<file path="config.mk">
export PLATFORM = sky130hd
export DESIGN_NAME = alarm_pulse_gen
export DESIGN_NICKNAME = d
export VERILOG_FILES = /design/src/rtl/alarm_pulse_gen_pkg.sv /design/src/rtl/apg_alarm.sv /design/src/rtl/apg_pulse_chan.sv /design/src/rtl/alarm_pulse_gen.sv
export SDC_FILE = /design/constraint.sdc
export NUM_CORES = 1
export LEC_CHECK = 0
export ABC_AREA = 1
export BUFFER_PORTS_ARGS = -buffer_cell sky130_fd_sc_hd__clkbuf_2
export CORE_MARGIN = 8
export CORE_UTILIZATION = 49
export CTS_CLUSTER_DIAMETER = 200
export DETAILED_ROUTE_END_ITERATION = 7
export GPL_TIMING_DRIVEN = 0
export PLACE_DENSITY = 0.69
export SLEW_MARGIN = 30
export SYNTH_ARGS = -nofsm -noshare
export SYNTH_HDL_FRONTEND = slang
export SYNTH_SLANG_ARGS = --single-unit
</file>
<file path="constraint.sdc">
create_clock -name clk -period 3.83 [get_ports clk]
set_input_delay 0.383 -clock clk [delete_from_list [all_inputs] [get_ports clk]]
set_output_delay 0.383 -clock clk [all_outputs]
set_load 0.01 [all_outputs]
</file>
<file path="src/rtl/alarm_pulse_gen_pkg.sv">
// Shared constants for the alarm-launched pulse generator.
// Bit positions are fixed because a downstream event/mask register decodes them.
package alarm_pulse_gen_pkg;
    localparam int EVB_ALARM1   = 16;   // alarm 1 event bit
    localparam int EVB_ALARM2   = 17;   // alarm 2 event bit
    localparam int EVB_PULSE0   = 7;    // channel c uses bit EVB_PULSE0 - c
    localparam int CTB_POL1     = 31;   // alarm 1 output polarity
    localparam int CTB_POL2     = 30;   // alarm 2 output polarity
    localparam int CTB_START    = 28;   // pulse launch enable
    localparam int CTB_NOALIGN  = 14;   // realignment disable
endpackage

</file>
<file path="src/rtl/apg_alarm.sv">
// One alarm comparator.
// Holds a pending low half and a committed full value. It arms only on a
// high-half write and fires once when cur_time reaches the committed value.
// Assumes: writes are one half per cycle; a write in a cycle overrides a fire.
module apg_alarm #(
    parameter int TIME_W = 64
) (
    input  logic              clk,
    input  logic              rst_n,
    input  logic [TIME_W-1:0] cur_time,
    input  logic              wr_en,
    input  logic              wr_hi,
    input  logic [TIME_W/2-1:0] wr_data,
    output logic              hit_o,
    output logic              evt_o,
    output logic              level_o
);
    localparam int HALF_W = TIME_W / 2;

    logic [HALF_W-1:0] pend_lo_q;
    logic [TIME_W-1:0] value_q;
    logic              armed_q;
    logic              evt_q;
    logic              level_q;

    // Fire condition for this edge; a write suppresses it.
    assign hit_o = armed_q && !wr_en && (cur_time >= value_q);

    // Alarm register, arming state, event strobe and level.
    always_ff @(posedge clk) begin
        if (!rst_n) begin
            pend_lo_q <= '0;
            value_q   <= '0;
            armed_q   <= 1'b0;
            evt_q     <= 1'b0;
            level_q   <= 1'b0;
        end else begin
            evt_q <= hit_o;
            if (wr_en) begin
                armed_q <= wr_hi;
                level_q <= 1'b0;
                if (wr_hi) value_q   <= {wr_data, pend_lo_q};
                else       pend_lo_q <= wr_data;
            end else if (hit_o) begin
                armed_q <= 1'b0;
                level_q <= 1'b1;
            end
        end
    end

    assign evt_o   = evt_q;
    assign level_o = level_q;
endmodule

</file>
<file path="src/rtl/apg_pulse_chan.sv">
// One periodic pulse channel.
// Launched by an alarm-1 fire while start is set. It accumulates tick per
// cycle and pulses for one cycle whenever the sum reaches the period.
// Assumes: tick <= period whenever period is non-zero.
module apg_pulse_chan #(
    parameter int PER_W  = 32,
    parameter int TICK_W = 10
) (
    input  logic              clk,
    input  logic              rst_n,
    input  logic              start,
    input  logic              realign_dis,
    input  logic              launch,
    input  logic [PER_W-1:0]  period,
    input  logic [TICK_W-1:0] tick,
    output logic              pulse_o
);
    logic             running_q;
    logic [PER_W-1:0] acc_q;
    logic             pulse_q;
    logic [PER_W:0]   sum;
    logic [PER_W:0]   rem;

    // Next accumulated time and the remainder after one period.
    assign sum = {1'b0, acc_q} + (PER_W+1)'(tick);
    assign rem = sum - {1'b0, period};

    // Launch, realign, stop and period counting.
    always_ff @(posedge clk) begin
        if (!rst_n) begin
            running_q <= 1'b0;
            acc_q     <= '0;
            pulse_q   <= 1'b0;
        end else if (!start) begin
            running_q <= 1'b0;
            acc_q     <= '0;
            pulse_q   <= 1'b0;
        end else if (launch && (!running_q || !realign_dis)) begin
            running_q <= 1'b1;
            acc_q     <= '0;
            pulse_q   <= 1'b0;
        end else if (running_q && (period != '0)) begin
            if (sum >= {1'b0, period}) begin
                pulse_q <= 1'b1;
                acc_q   <= rem[PER_W-1:0];
            end else begin
                pulse_q <= 1'b0;
                acc_q   <= sum[PER_W-1:0];
            end
        end else begin
            pulse_q <= 1'b0;
        end
    end

    assign pulse_o = pulse_q;
endmodule

</file>
<file path="src/rtl/alarm_pulse_gen.sv">
// Top: two alarms and N_PULSE periodic pulse channels launched by alarm 1.
// Assumes: N_PULSE <= 3, so that event bits 7..5 cover the channels.
module alarm_pulse_gen
    import alarm_pulse_gen_pkg::*;
#(
    parameter int TIME_W  = 64,
    parameter int PER_W   = 32,
    parameter int TICK_W  = 10,
    parameter int N_PULSE = 3
) (
    input  logic                     clk,
    input  logic                     rst_n,
    input  logic [TIME_W-1:0]        cur_time,
    input  logic [31:0]              ctrl,
    input  logic [TICK_W-1:0]        tick_ns,
    input  logic [N_PULSE*PER_W-1:0] period_ns,
    input  logic                     alm_wr_en,
    input  logic                     alm_wr_sel,
    input  logic                     alm_wr_hi,
    input  logic [TIME_W/2-1:0]      alm_wr_data,
    output logic [1:0]               alm_out,
    output logic [N_PULSE-1:0]       pulse_out,
    output logic [31:0]              evt_out
);
    localparam int N_ALARM = 2;

    logic [N_ALARM-1:0] hit;
    logic [N_ALARM-1:0] alm_evt;
    logic [N_ALARM-1:0] alm_lvl;
    logic [N_PULSE-1:0] pulse;

    // One comparator per alarm; the write select routes the strobe.
    for (genvar a = 0; a < N_ALARM; a++) begin : g_alarm
        apg_alarm #(.TIME_W(TIME_W)) alarm_i (
            .clk     (clk),
            .rst_n   (rst_n),
            .cur_time(cur_time),
            .wr_en   (alm_wr_en && (alm_wr_sel == 1'(a))),
            .wr_hi   (alm_wr_hi),
            .wr_data (alm_wr_data),
            .hit_o   (hit[a]),
            .evt_o   (alm_evt[a]),
            .level_o (alm_lvl[a])
        );
    end

    // One channel per pulse output, all launched by alarm 1.
    for (genvar c = 0; c < N_PULSE; c++) begin : g_chan
        apg_pulse_chan #(.PER_W(PER_W), .TICK_W(TICK_W)) chan_i (
            .clk        (clk),
            .rst_n      (rst_n),
            .start      (ctrl[CTB_START]),
            .realign_dis(ctrl[CTB_NOALIGN]),
            .launch     (hit[0]),
            .period     (period_ns[c*PER_W +: PER_W]),
            .tick       (tick_ns),
            .pulse_o    (pulse[c])
        );
    end

    // Alarm pins with programmable polarity.
    assign alm_out[0] = alm_lvl[0] ^ ctrl[CTB_POL1];
    assign alm_out[1] = alm_lvl[1] ^ ctrl[CTB_POL2];
    assign pulse_out  = pulse;

    // Event vector assembly at the fixed bit positions.
    always_comb begin
        evt_out             = '0;
        evt_out[EVB_ALARM1] = alm_evt[0];
        evt_out[EVB_ALARM2] = alm_evt[1];
        for (int c = 0; c < N_PULSE; c++) evt_out[EVB_PULSE0 - c] = pulse[c];
    end
endmodule

</file>
==> results.json <==
{
  "status": "finished, final reports clean",
  "cts-buffers-inserted": 36,
  "wl_mm": 85.96,
  "crit_slowest_cell": "fa_2",
  "yosysMostFrequentCell": "nand2_1",
  "critPathTopFamily": "simple AND/OR/NAND/NOR gates",
  "root_buffer": "clkbuf_16",
  "drive_gt1_share_pct": 16.04,
  "num_vias": 27930,
  "yosysTopAreaCellShare_pct": 22.82,
  "path_class": "reg2reg",
  "final_antenna_net_count": 0,
  "hp-class": "in2reg",
  "crit_buf_inv": 2,
  "clock_path_buffers": 3,
  "ys_seq_area_share_pct": 22.82,
  "fp.dieH_um": 247.8,
  "n_fill_cell": 5309,
  "grtUsageTotal_pct": 26.67,
  "placementRows": 85,
  "hold_viol": 0,
  "dieArea_um2": 61390,
  "relSlewSlack_pct": 45.25,
  "worst_setup_hold_path_clk_slew_ns": 0.06,
  "dr_wl_met3_mm": 6.337,
  "worst_pin_slew_ns": 0.8213,
  "grt_pass1_wl_mm": 131.6,
  "synth_commonest_cells": "nand2_1, inv_1, nor2_1",
  "worstPathArrival_ns": 4.15,
  "grt_max_degree": 14,
  "place_hpwl_mm": 69.61,
  "detail_route.wl_per_cell_um": 16.18,
  "synth_top_cell_by_area": "dfxtp_1",
  "synth_edf_count": 0,
  "startpoint_type": "flop",
  "syn_area_per_cell_um2": 6.161,
  "max_cap_viol_count": 0,
  "slew_viol_final": 0,
  "syn-cell-area_um2": 26320,
  "synth.distinct_cells": 50,
  "io_pins": 276,
  "routedLengthMet1_mm": 38.52,
  "drc": 0,
  "period_minus_slack_ns": 3.646,
  "setup_viol": 0,
  "die_w_um": 247.8,
  "avgViaCountPerCell": 5.256,
  "fin_crit_sh_pct": 95.20,
  "p_leak_nw": 15.63,
  "power.density_nw_per_um2": 270.8,
  "first_iter_violations": 2037,
  "antenna_found_initial": 7,
  "cts_tree": "done",
  "core_um2": 53500,
  "rrSetupSlack_ns": 0.18,
  "top_layer": "met5",
  "syn2layout_area_growth_pct": 19.43,
  "htreeDepth": 2,
  "dr_wl_met2_mm": 38.71,
  "gp_congestion": 0.9927,
  "insertion_delay_ns": 0.58,
  "dp_slack_ns": -0.6620,
  "start_util_pct": 49.20,
  "overflow": 0,
  "synthTopCellsByArea": "dfxtp_1, nand2_1, ha_1, inv_1, a21oi_1",
  "numPortBuffers": 220,
  "ir_drop_v": 0.0003700,
  "total_power_mw": 8.514,
  "critPathMaxStageDelay_ns": 0.36,
  "clock_sinks": 300,
  "required_ns": 4.33,
  "synthCells": 4272,
  "first_pass_iters": 5,
  "synth_flop_cell": "dfxtp_1",
  "async_flop_share_pct": 0,
  "clock.fmax_mhz": 274.3,
  "critPathMaxFanout": 10,
  "end_kind": "flop",
  "ys_warn_count": 0,
  "ys_seq_elements": 300,
  "grt_pass1_vias": 25740,
  "finClkSkew_ns": 0.04514,
  "worst_slack_ns": 0.1838,
  "nets": 5090
}
==> worst register-to-register path, stage by stage (launching register included) <==
cell and delay [ns]:
dfxtp_1 0.33, ha_2 0.20, fa_2 0.36, nand3_1 0.10, nand3_2 0.11, nand2_2 0.12, nand2_4 0.07, nand2_4 0.11
nand2_8 0.09, nand2_1 0.09, xor2_1 0.18, inv_2 0.10, ha_4 0.31, nand2_1 0.12, nor2_4 0.18, nand2_1 0.07
nor2_1 0.10, nand2_1 0.09, nand3_2 0.13, nand3_4 0.12, nand2_4 0.14, nand2_2 0.06, buf_6 0.14, nor2_1 0.13
nor2_1 0.06, nor2_1 0.07
==> registers in the layout, summed over array words and instances (netlist names) <==
name and count:
g_alarm.alarm_i.level_o 2, g_alarm.alarm_i.armed_q 2, g_chan.chan_i.acc_q 96, g_alarm.alarm_i.evt_o 2, g_alarm.alarm_i.value_q 128, g_alarm.alarm_i.pend_lo_q 64, g_chan.chan_i.pulse_o 3, g_chan.chan_i.running_q 3
==> per-layer routing <==
layer | GRT usage [%] | up-vias
li1 | - | 14240
met1 | 36.00 | 12690
met2 | 43.67 | 838
met3 | 4.229 | 150
met4 | 7.506 | 8
met5 | 0 | -
==> repair_timing <==
action | CTS | global route
gates resized for setup | 39 | 252
pin swaps | 12 | 51
hold buffers | 0 | 0
cloned | 0 | 1
endpoints found under the setup margin | 99 | 99
setup buffers | 12 | 22
==> stage by stage <==
step	cell area (µm²)	TNS, ns	utilization [%]	cells	hold WS [ns]
final	31440	0	58.76	5313	0.1300
after global routing	31430	-0.1300	58.75	5310	0.1185
after CTS	29880	0	55.85	5287	0.1008
after detailed placement	28390	-51.99	53.07	5214	0.4324
after global placement	28390	-51.75	53.07	5214	0.4291
after floorplan	26420	0	-	4298	0.4205
==> final cells by class <==
cell class | count | area [µm²] | share of cell area, %
plain buffers | 145 | 783.3 | 2.492
flip-flops and latches | 300 | 6007 | 19.11
repair buffers | 254 | 1356 | 4.315
well taps | 696 | 870.8 | 2.770
clock buffers | 48 | 996.0 | 3.168
inverters | 733 | 2759 | 8.776
clock inverters | 13 | 242.7 | 0.7722
diodes | 3 | 7.507 | 0.02388
multi-input cells | 3121 | 18410 | 58.57
==> cells in the final DEF, fill, tap and decap left out, types with 13 or more instances in the layout <==
master / count
nor3_1: 27
buf_2: 20
nand2_2: 75
inv_2: 15
clkbuf_2: 220
buf_4: 71
nor2_2: 42
nand3_2: 36
dfxtp_1: 299
nand4_1: 56
xor2_1: 50
nand3_1: 294
nor2_1: 369
nand2_1: 998
a21oi_1: 373
conb_1: 27
xnor2_1: 32
a21oi_2: 42
clkbuf_16: 36
clkbuf_1: 84
inv_1: 714
xor2_2: 19
nor2_4: 22
nand2_4: 17
ha_4: 49
o21ai_0: 252
nand3b_1: 15
o21bai_1: 13
nor4_1: 29
ha_1: 197
==> report_power, final <==
| group | internal (mW) | total [mW] | switching [mW] |
|---|---|---|---|
| logic | 0.590 | 1.64 | 1.05 |
| clock network | 2.12 | 3.62 | 1.49 |
| registers | 3.23 | 3.26 | 0.0335 |
==> path summary, 6_finish.rpt <==
check,from,to,depth (start not counted)
min reg2reg,g_alarm[0].alarm_i.pend_lo_q[21],g_alarm[0].alarm_i.pend_lo_q[21],2
max reg2reg,g_chan[1].chan_i.acc_q[0],g_chan[1].chan_i.acc_q[15],25
min,alm_wr_data[26],g_alarm[1].alarm_i.pend_lo_q[26],3
max,g_chan[1].chan_i.acc_q[0],g_chan[1].chan_i.acc_q[15],25
==> cells by family (layout without fill, tap and decap cells) <==
family / after synthesis / in the layout / share of synthesized area, %
compound gates: 715 / 715 / 14.28
buf+inv: 878 / 1193 / 13.43
xor+xnor: 117 / 117 / 3.893
fa+ha+maj: 260 / 260 / 12.53
simple gates: 2001 / 2002 / 33.03
flops: 300 / 300 / 22.82
other cells: 1 / 30 / 0.01425
(Power assumes the default switching activity.)
